$ cat config.mk
export PLATFORM = sky130hd
export DESIGN_NAME = tri_interval_timer
export DESIGN_NICKNAME = d
export VERILOG_FILES = /design/src/rtl/tri_interval_timer.sv
export SDC_FILE = /design/constraint.sdc
export NUM_CORES = 2
export LEC_CHECK = 0
export CORE_UTILIZATION = 44
export DETAILED_ROUTE_END_ITERATION = 16
export DONT_BUFFER_PORTS = 1
export PLACE_DENSITY = 0.67
export SLEW_MARGIN = 10
export SYNTH_ARGS = -nofsm -noshare
export SYNTH_HDL_FRONTEND = slang
export SYNTH_SLANG_ARGS = --single-unit
$ cat constraint.sdc
create_clock -name clk -period 30.8 [get_ports clk]
set_input_delay 4.62 -clock clk [delete_from_list [all_inputs] [get_ports clk]]
set_output_delay 4.62 -clock clk [all_outputs]
set_load 0.1 [all_outputs]
$ cat src/rtl/tri_interval_timer.sv
module tri_interval_timer #(
  parameter int REGSHIFT = 0
) (
  input  logic                clk,
  input  logic                rst_n,
  input  logic [REGSHIFT+1:0] addr,
  input  logic                wr_en,
  input  logic [7:0]          wdata,
  input  logic                rd_en,
  output logic [7:0]          rdata,
  output logic [2:0]          wave,
  output logic [2:0]          bad_count
);

  localparam int NCH = 3;
  localparam logic [16:0] FULL_BIN = 17'd65536;
  localparam logic [16:0] FULL_BCD = 17'd10000;

  function automatic logic [16:0] bcd_to_bin(input logic [15:0] b);
    return 17'(b[15:12]) * 17'd1000 + 17'(b[11:8]) * 17'd100
         + 17'(b[7:4]) * 17'd10 + 17'(b[3:0]);
  endfunction

  function automatic logic [15:0] bin_to_bcd(input logic [16:0] v);
    logic [16:0] t;
    t = v % 17'd10000;
    return {4'(t / 17'd1000), 4'((t / 17'd100) % 17'd10),
            4'((t / 17'd10) % 17'd10), 4'(t % 17'd10)};
  endfunction

  wire [1:0] idx    = addr[REGSHIFT +: 2];
  wire       ctl_wr = wr_en && idx == 2'd3;
  wire       rb_cmd = ctl_wr && wdata[7:6] == 2'b11 && wdata[5:4] == 2'b10;

  logic [7:0] rbyte [4];
  assign rbyte[3] = 8'h00;

  for (genvar n = 0; n < NCH; n++) begin : ch
    logic [5:0]  ctrl;
    logic [15:0] cr, lat;
    logic [16:0] ce, rl;
    logic [7:0]  st;
    logic wr_hi, rd_hi, latched, st_pend, nul, pend, run, out, err;

    wire [1:0]  acc      = ctrl[5:4];
    wire        is23     = ctrl[2];
    wire        sq       = ctrl[2] & ctrl[1];
    wire        my_cw    = ctl_wr && wdata[7:6] == 2'(n);
    wire        do_latch = my_cw && wdata[5:4] == 2'b00;
    wire        do_prog  = my_cw && wdata[5:4] != 2'b00;
    wire        do_rb    = rb_cmd && wdata[n+1];
    wire        dwr      = wr_en && idx == 2'(n);
    wire        drd      = rd_en && idx == 2'(n);

    wire [16:0] cr_bin = ctrl[0] ? bcd_to_bin(cr) : {1'b0, cr};
    wire [16:0] nfull  = (cr == 16'd0) ? (ctrl[0] ? FULL_BCD : FULL_BIN) : cr_bin;
    wire [16:0] nv     = pend ? nfull : rl;
    wire [15:0] now16  = ctrl[0] ? bin_to_bcd(ce) : ce[15:0];
    wire [15:0] src    = latched ? lat : now16;
    wire        last_b = acc != 2'b11 || rd_hi;
    wire        hi_sel = acc == 2'b10 || (acc == 2'b11 && rd_hi);
    wire [15:0] cr_new = acc == 2'b01 ? {8'h00, wdata} :
                         acc == 2'b10 ? {wdata, 8'h00} : {wdata, cr[7:0]};

    assign rbyte[n]     = st_pend ? st : (hi_sel ? src[15:8] : src[7:0]);
    assign wave[n]      = out;
    assign bad_count[n] = err;

    always_ff @(posedge clk or negedge rst_n) begin
      if (!rst_n) begin
        ctrl <= 6'b110000;
        cr <= '0; lat <= '0; ce <= '0; rl <= '0; st <= '0;
        wr_hi <= 1'b0; rd_hi <= 1'b0; latched <= 1'b0; st_pend <= 1'b0;
        nul <= 1'b1; pend <= 1'b0; run <= 1'b0; out <= 1'b0; err <= 1'b0;
      end else begin
        if (run) begin
          if (ce == 17'd1) begin
            if (sq && out) ce <= rl >> 1;
            else begin
              ce <= sq ? (nv + 17'd1) >> 1 : nv;
              if (pend) begin
                rl <= nfull; pend <= 1'b0; nul <= 1'b0;
              end
            end
            out <= sq ? ~out : 1'b1;
          end else begin
            ce <= ce - 17'd1;
            if (!sq && ce == 17'd2) out <= 1'b0;
          end
        end else if (pend) begin
          pend <= 1'b0; nul <= 1'b0; rl <= nfull;
          ce   <= sq ? (nfull + 17'd1) >> 1 : nfull;
          run  <= is23;
        end

        if (drd) begin
          if (st_pend) st_pend <= 1'b0;
          else begin
            if (acc == 2'b11) rd_hi <= ~rd_hi;
            if (last_b) latched <= 1'b0;
          end
        end
        if (do_latch && !latched) begin
          lat <= now16; latched <= 1'b1;
        end
        if (do_rb && !st_pend) begin
          st <= {out, nul, ctrl}; st_pend <= 1'b1;
        end

        if (dwr) begin
          if (acc == 2'b11 && !wr_hi) begin
            cr[7:0] <= wdata; wr_hi <= 1'b1;
          end else begin
            cr <= cr_new; wr_hi <= 1'b0;
            if (is23 && cr_new == 16'd1) err <= 1'b1;
            else begin
              err <= 1'b0; pend <= 1'b1; nul <= 1'b1;
            end
          end
        end

        if (do_prog) begin
          ctrl <= wdata[5:0];
          wr_hi <= 1'b0; rd_hi <= 1'b0; latched <= 1'b0;
          nul <= 1'b1; pend <= 1'b0; run <= 1'b0; err <= 1'b0;
          out <= wdata[3:1] != 3'd0;
        end
      end
    end
  end

  always_ff @(posedge clk or negedge rst_n) begin
    if (!rst_n) rdata <= 8'h00;
    else if (rd_en) rdata <= rbyte[idx];
  end

endmodule

==> Word-level counts from Yosys, hierarchy flattened <==
Cells that the tools add are included.
{ "word_totals": {"mem_bits_rw": 0, "latch_bits": 0, "romBits": 0, "memories": 0, "word_cells": 453, "regBits": 275} }
{ "classes": {"bitwise_logic": 13, "n_reduce_logical": 113, "order_cmp": 1, "mul": 9, "addsub": 18, "shift": 0, "n_eq_ne": 43, "muxes": 186, "div": 21} }
{ "op_table": {"columns": ["op", "count"], "rows": [
  ["17-bit two-way mux", 39],
  ["17-bit by 4-bit remainder unit with 17-bit output, second input constant", 9],
  ["16-bit two-way mux", 9],
  ["1-bit two-way mux", 123],
  ["8-bit two-way mux", 14],
  ["17-bit by 1-bit adder with 17-bit output, second input constant", 6],
  ["16-bit by 4-bit adder with 17-bit output", 3],
  ["17-bit by 10-bit divider with 17-bit output, second input constant", 3],
  ["17-bit by 4-bit divider with 17-bit output, second input constant", 3],
  ["17-bit by 7-bit divider with 17-bit output, second input constant", 3],
  ["17-bit by 1-bit == test with 1-bit output, second input constant", 3],
  ["17-bit by 2-bit == test with 1-bit output, second input constant", 3],
  ["17-bit by 14-bit remainder unit with 17-bit output, second input constant", 3],
  ["17-bit by 1-bit subtractor with 17-bit output, second input constant", 3],
  ["15-bit by 8-bit adder with 16-bit output", 3],
  ["16-bit by 1-bit == test with 1-bit output, second input constant", 3],
  ["16-bit zero test", 3],
  ["14-bit by 11-bit adder with 15-bit output", 3],
  ["1-bit logical AND", 42],
  ["2-bit nonzero test", 19],
  ["4-bit by 7-bit multiplier with 11-bit output, second input constant", 3],
  ["3-bit nonzero test", 10],
  ["4-bit by 5-bit multiplier with 9-bit output, second input constant", 3],
  ["2-bit AND reduction", 12],
  ["other kinds (15)", 79]
]} }

==> Longest topological paths before layout <==
{ "depth": {"depth_word": 12, "mapped_depth": 46, "mapped_depth_nobuf": 40} }

==> Least setup slack after synthesis <==
No wires, ideal clock.
{ "synth_path": {"kind": "register to register", "start": "register ch[1].ce[10]", "end": "register rdata[6]", "synth_period_minus_slack_ns": 9.900, "slack_ns": 20.900, "arrival_time_ns": 9.763, "required_ns": 30.662, "setup_ns": 0.138, "path_stages_with_launch": 42, "cell_sequence": "dfrtp_1 > buf_6 > or4_1 > buf_2 > and4_4 > o311a_1 > and3_1 > buf_6 > or4_4 > and2_1 > a221o_1 > nor2_4 > o32ai_2 > a211o_1 > o211ai_1 > nand2_1 > a311oi_2 > and2_1 > (+6 left out) > a211oi_2 > o21ai_1 > nand2_1 > inv_1 > xnor2_1 > ha_1 > or4_1 > nand4_1 > nand2_1 > xnor2_1 > inv_1 > ha_1 > nor3_1 > o21a_1 > mux2i_1 > o21ai_1 > o41ai_1 > nand4_1"} }
{ "synth_via": {"elab_chain_cells": 10} }
{ "synth_lines": {"columns": ["element", "line", "source"], "rows": [
  ["from (decl)", "41", "logic [16:0] ce, rl;"],
  ["from (signal assigned)", "78", "if (sq && out) ce <= rl >> 1;"],
  ["from (signal assigned)", "80", "ce <= sq ? (nv + 17'd1) >> 1 : nv;"],
  ["from (signal assigned)", "87", "ce <= ce - 17'd1;"],
  ["17-bit by 14-bit remainder unit with 17-bit output *", "26", "t = v % 17'd10000;"],
  ["17-bit by 4-bit divider with 17-bit output", "28", "4'((t / 17'd10) % 17'd10), 4'(t % 17'd10)};"],
  ["17-bit by 4-bit remainder unit with 17-bit output", "28", null],
  ["16-bit two-way mux *", "58", "wire [15:0] now16 = ctrl[0] ? bin_to_bcd(ce) : ce[15:0];"],
  ["16-bit two-way mux *", "59", "wire [15:0] src = latched ? lat : now16;"],
  ["8-bit two-way mux * (2 in a row)", "65", "assign rbyte[n] = st_pend ? st : (hi_sel ? src[15:8] : src[7:0]);"],
  ["8-bit binary-select mux with 2-bit select *", "134", "else if (rd_en) rdata <= rbyte[idx];"],
  ["8-bit two-way mux (implied by the code) * (2 in a row)", "134", null],
  ["to (signal assigned)", "134", null],
  ["to (decl)", "10", "output logic [7:0] rdata,"]
]} }
Mark *: on every way between the ends. The rest lies on a longest branch, timed or not. The select of a mux whose other input is x is not followed.
A chain may end at the register's enable or synchronous reset.

==> Worst setup path in the final report <==
{ "layout_path": {"start": "register ch[0].ce[9]", "end": "register rdata[7]"} }
{ "layout_via": {"elab_chain_cells": 10} }
{ "layout_lines": {"columns": ["element", "line"], "rows": [
  ["from (decl)", "41"],
  ["from (signal assigned)", "78"],
  ["from (signal assigned)", "80"],
  ["from (signal assigned)", "87"],
  ["17-bit by 14-bit remainder unit with 17-bit output *", "26"],
  ["17-bit by 4-bit divider with 17-bit output", "28"],
  ["17-bit by 4-bit remainder unit with 17-bit output", "28"],
  ["16-bit two-way mux *", "58"],
  ["16-bit two-way mux *", "59"],
  ["8-bit two-way mux * (2 in a row)", "65"],
  ["8-bit binary-select mux with 2-bit select *", "134"],
  ["8-bit two-way mux (implied by the code) * (2 in a row)", "134"]
]} }
Marked as above.

==> run summary <==
warning count from the yosys run: 0
worst skew pair latency: 580 ps
Clk pin slew, worst setup/hold paths: 70 ps
wire length of the first global-routing pass: 195100 um
Die ar.: 89690 um2
antenna violations before repair: 3
antenna violation net count after detailed routing: 0
Seq/Total Area, Yosys: 0.1770
post-CTS repair timing setup buffer count: 0
register bit total from synthesis: 275
primary flip-flop cell chosen by synthesis mapping: sky130_fd_sc_hd__dfrtp_1
setup_tns: 0 ps
startpoint kind of the worst setup timing path: flop
area added between synthesis and finish: 4.724%
crit path DAT: 12590 ps
non-filler cells in the finished layout: 6238
Max H-tree Level: 2
maximum achievable frequency: 0.08282 GHz
outcome: completed
global-route total usage across every layer: 0.2588
DRC violations left: 0
root cell of the clock tree: sky130_fd_sc_hd__clkbuf_16
worst path required time: 31320 ps
number of library cell types mapped by synthesis: 142
pin count of the biggest net entering global routing: 276
Hold Fails Final Rpt: 0
part of the cycle the worst path needs: 0.3920
remaining global-route overflow: 0
number of flops mapped to enable cells by yosys: 0
Worst Path Max Fanout: 21
slowest library cell on the worst path: sky130_fd_sc_hd__mux2i_1
Initial Utilization: 0.4467
DRC violation total after the first TritonRoute iteration: 3500
Maximum Capacitance Violations: 0
number of vias in the routed layout: 39630
RSZ-0062 raised after global routing: false
Max transition margin: 0.2133
kind of cell adding the most delay to the critical path: compound AO/OA/AOI/OAI gates
detailed-route vias per instance: 6.354
Setup-failing EPs final: 0
worst reg-to-reg setup slack: 18730 ps
number of clock sinks: 275
Core Footprint: 87160 um2
placed cell count: 6171
most numerous cell on the critical path: sky130_fd_sc_hd__and2_1
maximum single-stage delay on the critical path: 810 ps
placed wire-length estimate: 88240 um
Final GP Congestion: 0.9442
TritonCTS clock tree: yes
mean instance size in the synthesized netlist: 7.373 um2
count of port buffers added during placement: 0
final critical path time including I/O delays and setup: 12070 ps
Synth Instances: 5281
Final Net Count: 5326
clk_skew: 39.25 ps
slew at the pin closest to its max-slew limit: 1180 ps
I/O pin cnt: 28
Critical Setup Path Class: reg -> reg
total nets after synthesis: 5553
vertical die dimension: 299.5 um
count of buffering cells on the critical path with inverters included: 2
max-slew violation total from the final report: 0
min-delay worst type: reg -> reg
chip width: 299.5 um
vias in the first global route: 36410
async set-or-reset flop fraction in the synthesized netlist: 1.000
number of buffers added by the clock tree synthesis step: 36
row cnt: 108
hold buffer count at CTS: 0
Routed WL per cell: 19.23 um
number of buffers between clock root and the deepest sink: 3
Initial DRT Pass Iterations: 6
Critical Path Sink Type: flop
total length of routed wires: 119900 um
share of cells above drive strength 1: 0.07595
summed instance area of the synthesized netlist: 38940 um2
number of gates given a new drive strength after cts: 0
-- through the flow --
step	hold slack [ps]	cell area, um2	setup WS (ps)	util
6_report	474.3	40780	18730	0.4678
5_1_grt	492.1	40770	17730	0.4678
4_1_cts	472.4	40770	18900	0.4678
3_5_place_dp	459.7	39540	18940	0.4536
3_3_place_gp	455.4	39540	19160	0.4536
2_1_floorplan	436.8	38940	20900	-
-- cell families after synthesis --
kind of cell | synth area share
AO/OA/AOI/OAI | 0.3149
XOR/XNOR | 0.06211
adder cells (fa/ha/maj) | 0.09659
buffers and inverters | 0.05546
flip-flops | 0.1770
multiplexers | 0.06166
AND/OR/NAND/NOR | 0.2323
-- final cells by class --
cell class	instances	area, um2
Sequential cell	275	6900
Inverter	211	792.0
Tap cell	1155	1445
Antenna cell	1	2.502
Timing Repair Buffer	66	495.5
Multi-Input combinational cell	4464	29910
Clock inverter	19	257.7
Fill cell	8760	46380
Clock buffer	47	972.2
-- cells in the final DEF, fill, tap and decap left out, types with 54 or more instances in the layout --
cell,netlist,routed
sky130_fd_sc_hd__inv_1,207,207
sky130_fd_sc_hd__a211oi_1,85,84
sky130_fd_sc_hd__dfrtp_1,266,260
sky130_fd_sc_hd__mux2_2,89,89
sky130_fd_sc_hd__and2_1,66,66
sky130_fd_sc_hd__or3_1,54,54
sky130_fd_sc_hd__ha_1,207,207
sky130_fd_sc_hd__nor3_1,168,168
sky130_fd_sc_hd__nand3_1,132,132
sky130_fd_sc_hd__xor2_1,61,60
sky130_fd_sc_hd__o21ai_0,375,374
sky130_fd_sc_hd__mux2i_1,131,131
sky130_fd_sc_hd__buf_4,10,66
sky130_fd_sc_hd__a21o_1,63,63
sky130_fd_sc_hd__nor2_1,493,493
sky130_fd_sc_hd__xnor2_1,207,206
sky130_fd_sc_hd__a21oi_1,401,401
sky130_fd_sc_hd__a31oi_1,92,92
sky130_fd_sc_hd__o211ai_1,93,93
sky130_fd_sc_hd__nand2_1,612,612
-- tightest hold or removal path, delay by kind of cell, from the launching register on --
family | cells | cell delay (ps)
simple gates | 2 | 100
flops | 1 | 340
-- metal layers --
layer,GRT usage,share of wire,vias up
met5,0,0.00020,-
met2,0.4140,0.45,1355
li1,-,-,19140
met3,0.03247,0.063,185
met4,0.07179,0.024,4
met1,0.3644,0.46,18950
-- synthesized netlist by cell type (17+ instances only) --
| cell | instances | area (um2) |
|---|---|---|
| sky130_fd_sc_hd__a211o_1 | 24 | 210.2 |
| sky130_fd_sc_hd__a211oi_1 | 85 | 638.1 |
| sky130_fd_sc_hd__a21o_1 | 63 | 473.0 |
| sky130_fd_sc_hd__a21oi_1 | 401 | 2007 |
| sky130_fd_sc_hd__a221oi_1 | 20 | 175.2 |
| sky130_fd_sc_hd__a22o_1 | 24 | 210.2 |
| sky130_fd_sc_hd__a22oi_1 | 34 | 255.2 |
| sky130_fd_sc_hd__a311oi_1 | 18 | 157.7 |
| sky130_fd_sc_hd__a31oi_1 | 92 | 575.6 |
| sky130_fd_sc_hd__and2_1 | 66 | 412.9 |
| sky130_fd_sc_hd__and3_1 | 45 | 281.5 |
| sky130_fd_sc_hd__buf_1 | 24 | 90.09 |
| sky130_fd_sc_hd__buf_2 | 39 | 195.2 |
| sky130_fd_sc_hd__clkbuf_1 | 252 | 945.9 |
| sky130_fd_sc_hd__dfrtp_1 | 266 | 6656 |
| sky130_fd_sc_hd__fa_1 | 51 | 1021 |
| sky130_fd_sc_hd__ha_1 | 207 | 2590 |
| sky130_fd_sc_hd__inv_1 | 207 | 777.0 |
| sky130_fd_sc_hd__mux2_2 | 89 | 1002 |
| sky130_fd_sc_hd__mux2i_1 | 131 | 1311 |
| sky130_fd_sc_hd__nand2_1 | 612 | 2297 |
| sky130_fd_sc_hd__nand2b_1 | 39 | 244.0 |
| sky130_fd_sc_hd__nand3_1 | 132 | 660.6 |
| sky130_fd_sc_hd__nand4_1 | 48 | 300.3 |
| sky130_fd_sc_hd__nor2_1 | 493 | 1851 |
| sky130_fd_sc_hd__nor2b_1 | 48 | 300.3 |
| sky130_fd_sc_hd__nor3_1 | 168 | 840.8 |
| sky130_fd_sc_hd__nor4_1 | 45 | 281.5 |
| sky130_fd_sc_hd__o2111ai_1 | 21 | 183.9 |
| sky130_fd_sc_hd__o211a_1 | 18 | 180.2 |
| sky130_fd_sc_hd__o211ai_1 | 93 | 698.2 |
| sky130_fd_sc_hd__o21a_1 | 42 | 315.3 |
| sky130_fd_sc_hd__o21ai_0 | 375 | 1877 |
| sky130_fd_sc_hd__o21ai_1 | 48 | 240.2 |
| sky130_fd_sc_hd__o21bai_1 | 17 | 127.6 |
| sky130_fd_sc_hd__o221ai_1 | 27 | 236.5 |
| sky130_fd_sc_hd__o22ai_1 | 52 | 325.3 |
| sky130_fd_sc_hd__o31a_1 | 17 | 148.9 |
| sky130_fd_sc_hd__o31ai_1 | 42 | 315.3 |
| sky130_fd_sc_hd__or2_2 | 26 | 162.7 |
| sky130_fd_sc_hd__or3_1 | 54 | 337.8 |
| sky130_fd_sc_hd__or4_1 | 19 | 142.6 |
| sky130_fd_sc_hd__xnor2_1 | 207 | 1813 |
| sky130_fd_sc_hd__xor2_1 | 61 | 534.3 |
-- flip-flops by register name, summed over array words and instances, names as in the netlist, 8 cells and up --
name,count
rdata,8
ch.lat,48
ch.ctrl,18
ch.ce,51
ch.rl,51
ch.st,24
ch.cr,48
-- worst paths after layout --
kind,start,to,cells after the start
worst min-delay path,ch[2].lat[11]$_DFFE_PN0P_,ch[2].lat[11]$_DFFE_PN0P_,2
worst max register to register,ch[0].ce[9]$_DFFE_PN0P_,rdata[7]$_DFFE_PN0P_,37
min in group asynchronous,rst_n,ch[1].ce[14]$_DFFE_PN0P_,0
worst min register to register,ch[2].lat[11]$_DFFE_PN0P_,ch[2].lat[11]$_DFFE_PN0P_,2
worst max-delay path,ch[0].ce[9]$_DFFE_PN0P_,rdata[7]$_DFFE_PN0P_,37
max in group asynchronous,rst_n,ch[2].ctrl[0]$_DFFE_PN0P_,0
Power is not shown: default switching activity piles up to over one toggle a cycle in this logic, so the estimate is an artifact.
